[src/rtl/atom_mem_pkg.sv]
package atom_mem_pkg;

    localparam int DATA_W = 32;
    localparam int LANES  = DATA_W / 8;

    typedef enum logic [2:0] {
        SZ_BYTE = 3'b000,
        SZ_HALF = 3'b001,
        SZ_WORD = 3'b010
    } xfer_size_e;

    // Byte lanes a transfer of a given size may touch at a given offset.
    function automatic logic [LANES-1:0] lane_mask(input logic [2:0] sz,
                                                   input logic [1:0] lo);
        logic [LANES-1:0] m;
        case (sz)
            SZ_BYTE: m = 4'b0001 << lo;
            SZ_HALF: m = lo[1] ? 4'b1100 : 4'b0011;
            default: m = 4'b1111;
        endcase
        return m;
    endfunction

endpackage

[src/rtl/atom_port_stage.sv]
module atom_port_stage
    import atom_mem_pkg::*;
#(
    parameter int WAW = 4
) (
    input  logic             clk,
    input  logic             rst_n,
    input  logic             req_i,
    input  logic [WAW+1:0]   addr_i,
    input  logic             write_i,
    input  logic [2:0]       size_i,
    input  logic             ready_i,
    output logic             valid_o,
    output logic [WAW-1:0]   word_o,
    output logic             wr_o,
    output logic [LANES-1:0] lanes_o
);

    typedef struct packed {
        logic             valid;
        logic [WAW-1:0]   word;
        logic             wr;
        logic [LANES-1:0] lanes;
    } dphase_t;

    dphase_t st_d, st_q;

    always_comb begin
        st_d = st_q;
        if (ready_i) begin
            st_d.valid = req_i;
            st_d.word  = addr_i[WAW+1:2];
            st_d.wr    = write_i;
            st_d.lanes = lane_mask(size_i, addr_i[1:0]);
        end
    end

    always_ff @(posedge clk) begin
        if (!rst_n) st_q <= '0;
        else        st_q <= st_d;
    end

    assign valid_o = st_q.valid;
    assign word_o  = st_q.word;
    assign wr_o    = st_q.wr;
    assign lanes_o = st_q.lanes;

endmodule

[src/rtl/atom_conflict_arb.sv]
module atom_conflict_arb #(
    parameter int WAW = 4
) (
    input  logic                clk,
    input  logic                rst_n,
    input  logic [1:0]          valid_i,
    input  logic [1:0][WAW-1:0] word_i,
    input  logic [1:0]          wr_i,
    output logic [1:0]          stall_o
);

    typedef struct packed {
        logic favour_p1;
    } arb_t;

    arb_t arb_d, arb_q;
    logic clash;

    always_comb begin
        clash = valid_i[0] && valid_i[1] && (word_i[0] == word_i[1])
                && (wr_i[0] || wr_i[1]);
        stall_o[0] = clash && arb_q.favour_p1;
        stall_o[1] = clash && !arb_q.favour_p1;
        // The loser of a clash is favoured on the following cycle.
        arb_d.favour_p1 = clash ? !arb_q.favour_p1 : 1'b0;
    end

    always_ff @(posedge clk) begin
        if (!rst_n) arb_q <= '0;
        else        arb_q <= arb_d;
    end

endmodule

[src/rtl/atom_word_store.sv]
module atom_word_store
    import atom_mem_pkg::*;
#(
    parameter int WORDS = 16,
    parameter int WAW   = $clog2(WORDS)
) (
    input  logic                          clk,
    input  logic                          rst_n,
    input  logic [1:0]                    we_i,
    input  logic [1:0][WAW-1:0]           word_i,
    input  logic [1:0][LANES-1:0]         be_i,
    input  logic [1:0][DATA_W-1:0]        wdata_i,
    output logic [1:0][DATA_W-1:0]        rdata_o
);

    logic [WORDS-1:0][DATA_W-1:0] mem_d, mem_q;

    always_comb begin
        mem_d = mem_q;
        for (int p = 0; p < 2; p++) begin
            for (int l = 0; l < LANES; l++) begin
                if (we_i[p] && be_i[p][l])
                    mem_d[word_i[p]][l*8 +: 8] = wdata_i[p][l*8 +: 8];
            end
        end
    end

    always_ff @(posedge clk) begin
        if (!rst_n) mem_q <= '0;
        else        mem_q <= mem_d;
    end

    for (genvar p = 0; p < 2; p++) begin : g_rd
        assign rdata_o[p] = mem_q[word_i[p]];
    end

endmodule

[src/rtl/atom_word_mem.sv]
module atom_word_mem
    import atom_mem_pkg::*;
#(
    parameter int WORDS = 16,
    localparam int WAW  = $clog2(WORDS),
    localparam int AW   = WAW + 2
) (
    input  logic                   clk,
    input  logic                   rst_n,
    input  logic [1:0]             req_i,
    input  logic [1:0][AW-1:0]     addr_i,
    input  logic [1:0]             write_i,
    input  logic [1:0][2:0]        size_i,
    input  logic [1:0][31:0]       wdata_i,
    input  logic [1:0][3:0]        wstrb_i,
    output logic [1:0]             ready_o,
    output logic [1:0][31:0]       rdata_o
);

    logic [1:0]             dph_valid;
    logic [1:0][WAW-1:0]    dph_word;
    logic [1:0]             dph_wr;
    logic [1:0][LANES-1:0]  dph_lanes;
    logic [1:0]             stall;
    logic [1:0]             commit_we;
    logic [1:0][LANES-1:0]  commit_be;

    for (genvar p = 0; p < 2; p++) begin : g_port
        atom_port_stage #(.WAW(WAW)) u_stage (
            .clk     (clk),
            .rst_n   (rst_n),
            .req_i   (req_i[p]),
            .addr_i  (addr_i[p]),
            .write_i (write_i[p]),
            .size_i  (size_i[p]),
            .ready_i (ready_o[p]),
            .valid_o (dph_valid[p]),
            .word_o  (dph_word[p]),
            .wr_o    (dph_wr[p]),
            .lanes_o (dph_lanes[p])
        );
        assign ready_o[p]   = !stall[p];
        assign commit_we[p] = dph_valid[p] && dph_wr[p] && !stall[p];
        assign commit_be[p] = dph_lanes[p] & wstrb_i[p];
    end

    atom_conflict_arb #(.WAW(WAW)) u_arb (
        .clk     (clk),
        .rst_n   (rst_n),
        .valid_i (dph_valid),
        .word_i  (dph_word),
        .wr_i    (dph_wr),
        .stall_o (stall)
    );

    atom_word_store #(.WORDS(WORDS), .WAW(WAW)) u_store (
        .clk     (clk),
        .rst_n   (rst_n),
        .we_i    (commit_we),
        .word_i  (dph_word),
        .be_i    (commit_be),
        .wdata_i (wdata_i),
        .rdata_o (rdata_o)
    );

endmodule

[config.mk]
export PLATFORM = sky130hd
export DESIGN_NAME = atom_word_mem
export DESIGN_NICKNAME = d
export VERILOG_FILES = /design/src/rtl/atom_mem_pkg.sv /design/src/rtl/atom_port_stage.sv /design/src/rtl/atom_conflict_arb.sv /design/src/rtl/atom_word_store.sv /design/src/rtl/atom_word_mem.sv
export SDC_FILE = /design/constraint.sdc
export NUM_CORES = 2
export LEC_CHECK = 0
export BUFFER_PORTS_ARGS = -buffer_cell sky130_fd_sc_hd__buf_2
export CAP_MARGIN = 0
export CORE_ASPECT_RATIO = 1.75
export CORE_UTILIZATION = 43
export CTS_BUF_LIST = sky130_fd_sc_hd__clkbuf_8 sky130_fd_sc_hd__clkbuf_16
export DETAILED_ROUTE_END_ITERATION = 6
export PLACE_DENSITY_LB_ADDON = 0.08
export SLEW_MARGIN = 20
export SYNTH_ARGS = -nofsm -noshare
export SYNTH_HDL_FRONTEND = slang
export SYNTH_HIERARCHICAL = 1
export SYNTH_SLANG_ARGS = --single-unit
[constraint.sdc]
create_clock -name clk -period 2.3 [get_ports clk]
set_clock_uncertainty 0.1 [all_clocks]
set_input_delay 0.345 -clock clk [delete_from_list [all_inputs] [get_ports clk]]
set_output_delay 0.345 -clock clk [all_outputs]
set_load 0.02 [all_outputs]
# Word-level counts from Yosys, hierarchy flattened
# Cells that the tools add are included.
[totals]
register_bits = 533
input_bits = 96
word_cells = 102
[classes]
magnitude_cmp = 4
n_eq_ne = 3
n_shift = 2
muxes = 40
bitwise_logic = 2
n_reduce_logical = 26
[op_table]
columns = ["op", "n"]
rows = [
  ["512-bit bitwise mux", 8],
  ["512-bit 2-to-1 mux", 8],
  ["32-bit demux with 4-bit select", 8],
  ["32-bit binary-select mux with 4-bit select", 2],
  ["32-bit 2-to-1 mux", 4],
  ["24-bit 2-to-1 mux", 2],
  ["16-bit 2-to-1 mux", 2],
  ["1-bit logical AND", 19],
  ["8-bit 2-to-1 mux", 2],
  ["4-bit one-hot mux with 2 select lines", 2],
  ["4-bit by 5-bit less-than comparator with 1-bit output, second input constant", 2],
  ["4-bit bitwise AND", 2],
  ["4-bit by 1-bit >= comparator with 1-bit output, second input constant", 2],
  ["4-bit 2-to-1 mux", 2],
  ["1-bit by 2-bit left shift with 4-bit output, first input constant", 2],
  ["3-bit by 1-bit == test with 1-bit output, second input constant", 2],
  ["3-bit zero test", 2],
  ["4-bit == test", 1],
  ["1-bit zero test", 3],
  ["2-bit AND reduction", 1],
  ["1-bit logical OR", 1],
]

# Depth between registers and ports, before layout
[depth]
depth_word = 22
depth_mapped = 11

# Cells and area by module
# Netlist, hierarchy kept.
[modules_own_cells]
columns = ["mod", "instances", "cells_per_inst", "area_each_um2"]
rows = [
  ["atom_word_store", 1, 3794, 33036.7],
  ["atom_port_stage", 2, 35, 405.4],
  ["atom_conflict_arb", 1, 12, 103.8],
  ["atom_word_mem", 1, 12, 75.1],
]

# Worst setup path before layout
# Ideal clock, no wire load.
[synth_timing]
path_type = "reg-to-reg"
from = "register g_port[1].u_stage.st_q, in the netlist g_port[1].u_stage/word_o[0]"
to = "register u_store/mem_q[461] (netlist name)"
setup_ns = 0.074
arrival_time_ns = 2.176
required_ns = 2.126
setup_slack_ns = -0.050
path_stages_with_launch = 11
period_less_slack_ns = 2.350
path_cell_list = "dfxtp_1 -> xnor2_1 -> o2111ai_1 -> nor4b_2 -> and3b_1 -> clkbuf_1 -> nand4b_1 -> buf_2 -> clkbuf_1 -> o31ai_1 -> a31oi_1"
[synth_between]
word_cells_on_any_way = 40
[synth_lines]
columns = ["element", "line", "rtl"]
rows = [
  ["start, declared", "atom_port_stage.sv:26", "dphase_t st_d, st_q;"],
  ["start signal, assigned", "atom_port_stage.sv:40", "else st_q <= st_d;"],
  ["4-bit == test (*)", "atom_conflict_arb.sv:20", "clash = valid_i[0] && valid_i[1] && (word_i[0] == word_i[1])"],
  ["1-bit logical AND (*)", "atom_conflict_arb.sv:20", ""],
  ["1-bit logical AND (*)", "atom_conflict_arb.sv:21", "&& (wr_i[0] || wr_i[1]);"],
  ["1-bit logical AND (*)", "atom_conflict_arb.sv:23", "stall_o[1] = clash && !arb_q.favour_p1;"],
  ["net stall[1]", "atom_word_mem.sv:24", "logic [1:0] stall;"],
  ["1-bit zero test (*)", "atom_word_mem.sv:43", "assign commit_we[p] = dph_valid[p] && dph_wr[p] && !stall[p];"],
  ["1-bit logical AND (*)", "atom_word_mem.sv:43", ""],
  ["net commit_we[1]", "atom_word_mem.sv:25", "logic [1:0] commit_we;"],
  ["1-bit logical AND", "atom_word_store.sv:22", "if (we_i[p] && be_i[p][l])"],
  ["512-bit 2-to-1 mux", "atom_word_store.sv:22", ""],
  ["512-bit bitwise mux", "atom_word_store.sv:23", "mem_d[word_i[p]][l*8 +: 8] = wdata_i[p][l*8 +: 8];"],
  ["512-bit 2-to-1 mux", "atom_word_store.sv:22", ""],
  ["512-bit bitwise mux", "atom_word_store.sv:23", ""],
  ["512-bit 2-to-1 mux", "atom_word_store.sv:22", ""],
  ["512-bit bitwise mux", "atom_word_store.sv:23", ""],
  ["512-bit 2-to-1 mux (*)", "atom_word_store.sv:22", ""],
  ["end signal, assigned", "atom_word_store.sv:30", "else mem_q <= mem_d;"],
  ["end, declared", "atom_word_store.sv:16", "logic [WORDS-1:0][DATA_W-1:0] mem_d, mem_q;"],
]
# Mark *: on every way through the listed nets, which the timed path passes. The rest lies on a longest branch.
# A chain may end at the register's enable or synchronous reset.

==> results.md <==
* Critical Path Max Stage Delay at 500 ps
* Setup violators final at a little under 600
* Post-DP HPWL at about 120 mm
* Worst path arrival time at between 2000 and 3000 ps
* Register area at between 10,000 and 15,000 um^2
* Worst EP required at about 1900 ps
* Post-synth ARST share at 0
* Clock root cell: clkbuf_16
* Yosys warnings at 6
* Sink Count at 533
* Multi-input logic area at 22,400 um^2
* First-pass GRT wire length at ~270 mm
* CP cell instances: buf_12, buf_12, buf_16, buf_12, mux4_2, a22oi_2, nand2_4, buf_6
* Setup crit end kind: output pin
* Routed WL per cell at a little under 40 um
* Largest net degree at the start of global routing at 87
* Clock Latency Late Sink at 660 ps
* Final Hold Violating Endpoints at 0
* RR Startpoint: g_port[0].u_stage/word_o[0]
* Drt total wl at approximately 200 mm
* CTS clk-pin slew, worst paths at approximately 70 ps
* Crit path max-delay family: buffers and inverters
* Fin crit share at 1.38
* Worst-path fanout max at 9
* Worst slew margin at 0.391
* CP max-delay cell: mux4_2
* Min cycle time layout at 3180 ps
* Hold Path Stages at 3
* H-tree depth at 2
* FF+latch count, synth at around 530
* Buffers plus inverters on the worst setup path at 5
* Leakage power at between 0.015 and 0.02 uW
* Cell variety after synth at 41
* Vias in the first global route at 39,000
* DRC Markers at 1
* P&R area growth vs syn at 36.0%
* Reg2Reg Depth at 13
* Violated checks: DRC, setup timing
* DRT Pass-1 Iters at 7
* Initial core utilization at 0.434
* Clock power frac at 0.425
* Hold Crit Start: wdata_i[24]
* F_max at roughly 0.31 GHz
* WHS at 9.01 ps
* Initial antenna violation count at 33
* Net Sw Frac at 0.299
* Dominant synthesized flop cell: dfxtp_1
* Post-Syn Area at ~34,000 um^2
* HP Class: in2reg
* Horiz. Die Dim at around 210 um
* Syn_nets at ~4,000
* Sequential area share after synthesis at 0.314
* Power Density at 492 nW/um^2
* Worst-margin pin slew at 913 ps
* Comb power frac at 0.167
* Worst VDD drop at approximately 0.00071 V
* Nets at 4,170
* Vert. Die Dim at between 300 and 400 um
* CTS buffer count at 55
* Setup TNS at -278,500 ps
* Seq pwr share at 0.408
* Hold EP: u_store/mem_q[472]
* Syn Inst Count at between 3,000 and 4,000
* Switch Pwr at 6810 uW
* Antenna Nets Post-Route at 0
* Core Box Area at 78,400 um^2
* Critical path launch point type: flop
* Slew Limit Fails at 0
* RR Endpoint: u_store/mem_q[429]
* CP Class: reg2out
* Post-Syn Area per Cell at 8.75 um^2
* Fillers at roughly 6,600
* R2R setup slack at -630 ps
* Via-to-Cell Ratio at slightly below 8
* Worst-case clock buffer depth at 3
* IO Pins at approximately 160
* Port buffer count at between 150 and 200
* Initial drt markers at approximately 6,700
* Int Pwr at between 15,000 and 20,000 uW
* DIE AREA at around 80,000 um^2
* Most common cell on crit path: buf_12
* Status: finished, violations left
* Share of layout cells above drive strength 1 at 0.337
* Routed via count at approximately 41,000
* Cell Rows at ~140
* CTS tree: done
* Remaining global-route overflow at 0
* Gpl congestion at slightly below 1
* RSZ-0062 raised after global routing: true
* Maxcap violations at 0
* Setup ws final at -878 ps
* Number of synthesized flops with an enable pin at 0
* Overall Global Routing Usage at 0.459
[how the worst max path moves through the flow]
stage | endpoint | cells past startpoint | slack, ps | start
6_report | rdata_o[1] | 8 | -880 | g_port[0].u_stage/word_o[0]
3_5_place_dp | u_store/mem_q[15] | 8 | -600 | g_port[0].u_stage/word_o[0]
5_1_grt | rdata_o[21] | 8 | -870 | g_port[0].u_stage/word_o[0]
4_1_cts | rdata_o[12] | 8 | -820 | g_port[0].u_stage/word_o[0]
2_1_floorplan | u_store/mem_q[355] | 10 | -50 | g_port[1].u_stage/word_o[0]
3_3_place_gp | u_store/mem_q[15] | 8 | -570 | g_port[0].u_stage/word_o[0]
[synthesized netlist by cell type (3+ instances only)]
master / count / area, um^2
nand3_1: 512 / 2560
nand2_1: 135 / 507
nand2b_1: 7 / 43.8
xnor2_1: 4 / 35.0
and4_1: 6 / 52.6
a211oi_1: 8 / 60.1
buf_2: 149 / 746
nor2b_1: 21 / 131
mux2i_1: 12 / 120
a31oi_1: 512 / 3200
nand4b_1: 13 / 114
buf_4: 31 / 233
nand4bb_1: 8 / 90.1
clkbuf_1: 410 / 1540
nand4_1: 6 / 37.5
a22oi_1: 128 / 961
nor4bb_1: 4 / 40.0
and2_1: 14 / 87.6
and4b_1: 13 / 130
nor2_1: 3 / 11.3
buf_1: 43 / 161
dfxtp_1: 533 / 10700
inv_1: 4 / 15.0
o31ai_1: 512 / 3840
and4bb_2: 5 / 62.6
o21ai_0: 512 / 2560
o21ai_1: 8 / 40.0
mux4_2: 256 / 5770
[what timing repair did]
action | 4_1_cts | 5_1_grt
buffers inserted | 88 | 51
hold buffers | 20 | 0
endpoints found under the hold margin | 23 | 0
resized for setup | 376 | 261
endpoints found under the setup margin | 578 | 586
gates cloned | 25 | 28
pin swaps | 81 | 62
[cells by family (layout without fill, tap and decap cells)]
group / after synthesis / in the layout / share of synthesized area
AOI/OAI and AO/OA: 1681 / 1681 / 0.314
xor gates and xnor gates: 4 / 4 / 0.00103
buffers and inverters: 640 / 871 / 0.0800
DFF: 533 / 533 / 0.314
muxes: 268 / 268 / 0.173
other: 0 / 23 / 0
and+or+nand+nor: 762 / 762 / 0.119
[worst reg2reg max path, stage by stage (launching register included)]
cell and delay, ps:
dfxtp_4 360, buf_12 150, buf_4 150, xnor2_4 180, o2111ai_4 150, nor4b_4 270, and3b_4 310, buf_12 160
clkbuf_16 150, nand4b_1 150, buf_6 230, buf_12 220, o31ai_2 90, a31oi_1 190
[power by group through the flow]
| stage | Sequential, uW | Combinational [uW] | Clock [uW] |
|---|---|---|---|
| after floorplan | 9490 | 1580 | 0 |
| after CTS | 9300 | 3460 | 9620 |
| final | 9300 | 3810 | 9680 |
| after detailed placement | 9500 | 2910 | 0 |
| after global routing | 9300 | 3830 | 10000 |
| after global placement | 9500 | 2880 | 0 |
[routing by layer]
layer	routed length (um)	track usage	up-vias	share of wire
met5	51	0	-	0.00026
met4	25300	0.456	8	0.13
met3	25900	0.128	1361	0.13
met2	87500	0.714	3941	0.44
met1	60500	0.494	19300	0.30
li1	-	-	15900	-
[through the flow]
stage | setup slack (ps) | utilization | total power, uW | std cells | instance area [um^2]
floorplan | -48.8 | - | 11100 | 3888 | 34000
global placement | -572 | 0.498 | 12400 | 4854 | 39100
detailed placement | -600 | 0.498 | 12400 | 4854 | 39100
CTS | -823 | 0.563 | 22400 | 5085 | 44200
global route | -868 | 0.590 | 23100 | 5174 | 46300
finish | -878 | 0.590 | 22800 | 5177 | 46300
[layout by cell type (no fill, tap or decap), types with 8 or more instances in the layout]
cell type      instances
dlygate4sd3_1         20
and2_1                11
buf_16                27
nand2_4               23
nand3_1              509
o21ai_0              507
buf_8                 20
mux4_2               256
inv_1                 13
buf_6                122
nand2_2               40
nand4b_1              13
o21ai_1               12
a31oi_1              507
o31ai_4               19
o31ai_1              454
buf_12               220
diode_2               23
nor2b_1               15
o31ai_2               39
clkinv_2              14
buf_4                226
a22oi_2              111
clkbuf_8              10
and4b_1               10
clkbuf_16             79
nand2_1               71
a22oi_1               17
dfxtp_1              529
a211oi_1               8
buf_2                100
mux2i_1               12
[cell type report]
class	count	area share
Multi-Input combinational cell	2715	0.483
Sequential cell	533	0.231
Timing Repair Buffer	764	0.216
Timing Repair inverter	1	0.000108
Clock inverter	36	0.00687
Tap cell	1035	0.0280
Antenna cell	23	0.00124
Clock buffer	66	0.0333
Inverter	4	0.000487
[registers in the layout, summed over array words and instances, names as in the netlist]
register	cells
u_store/mem_q	512
g_port.u_stage/lanes_o	8
g_port.u_stage/valid_o	2
g_port.u_stage/wr_o	2
g_port.u_stage/word_o	8
u_arb/arb_q	1
Note: power is estimated with default switching activity, not from simulation.
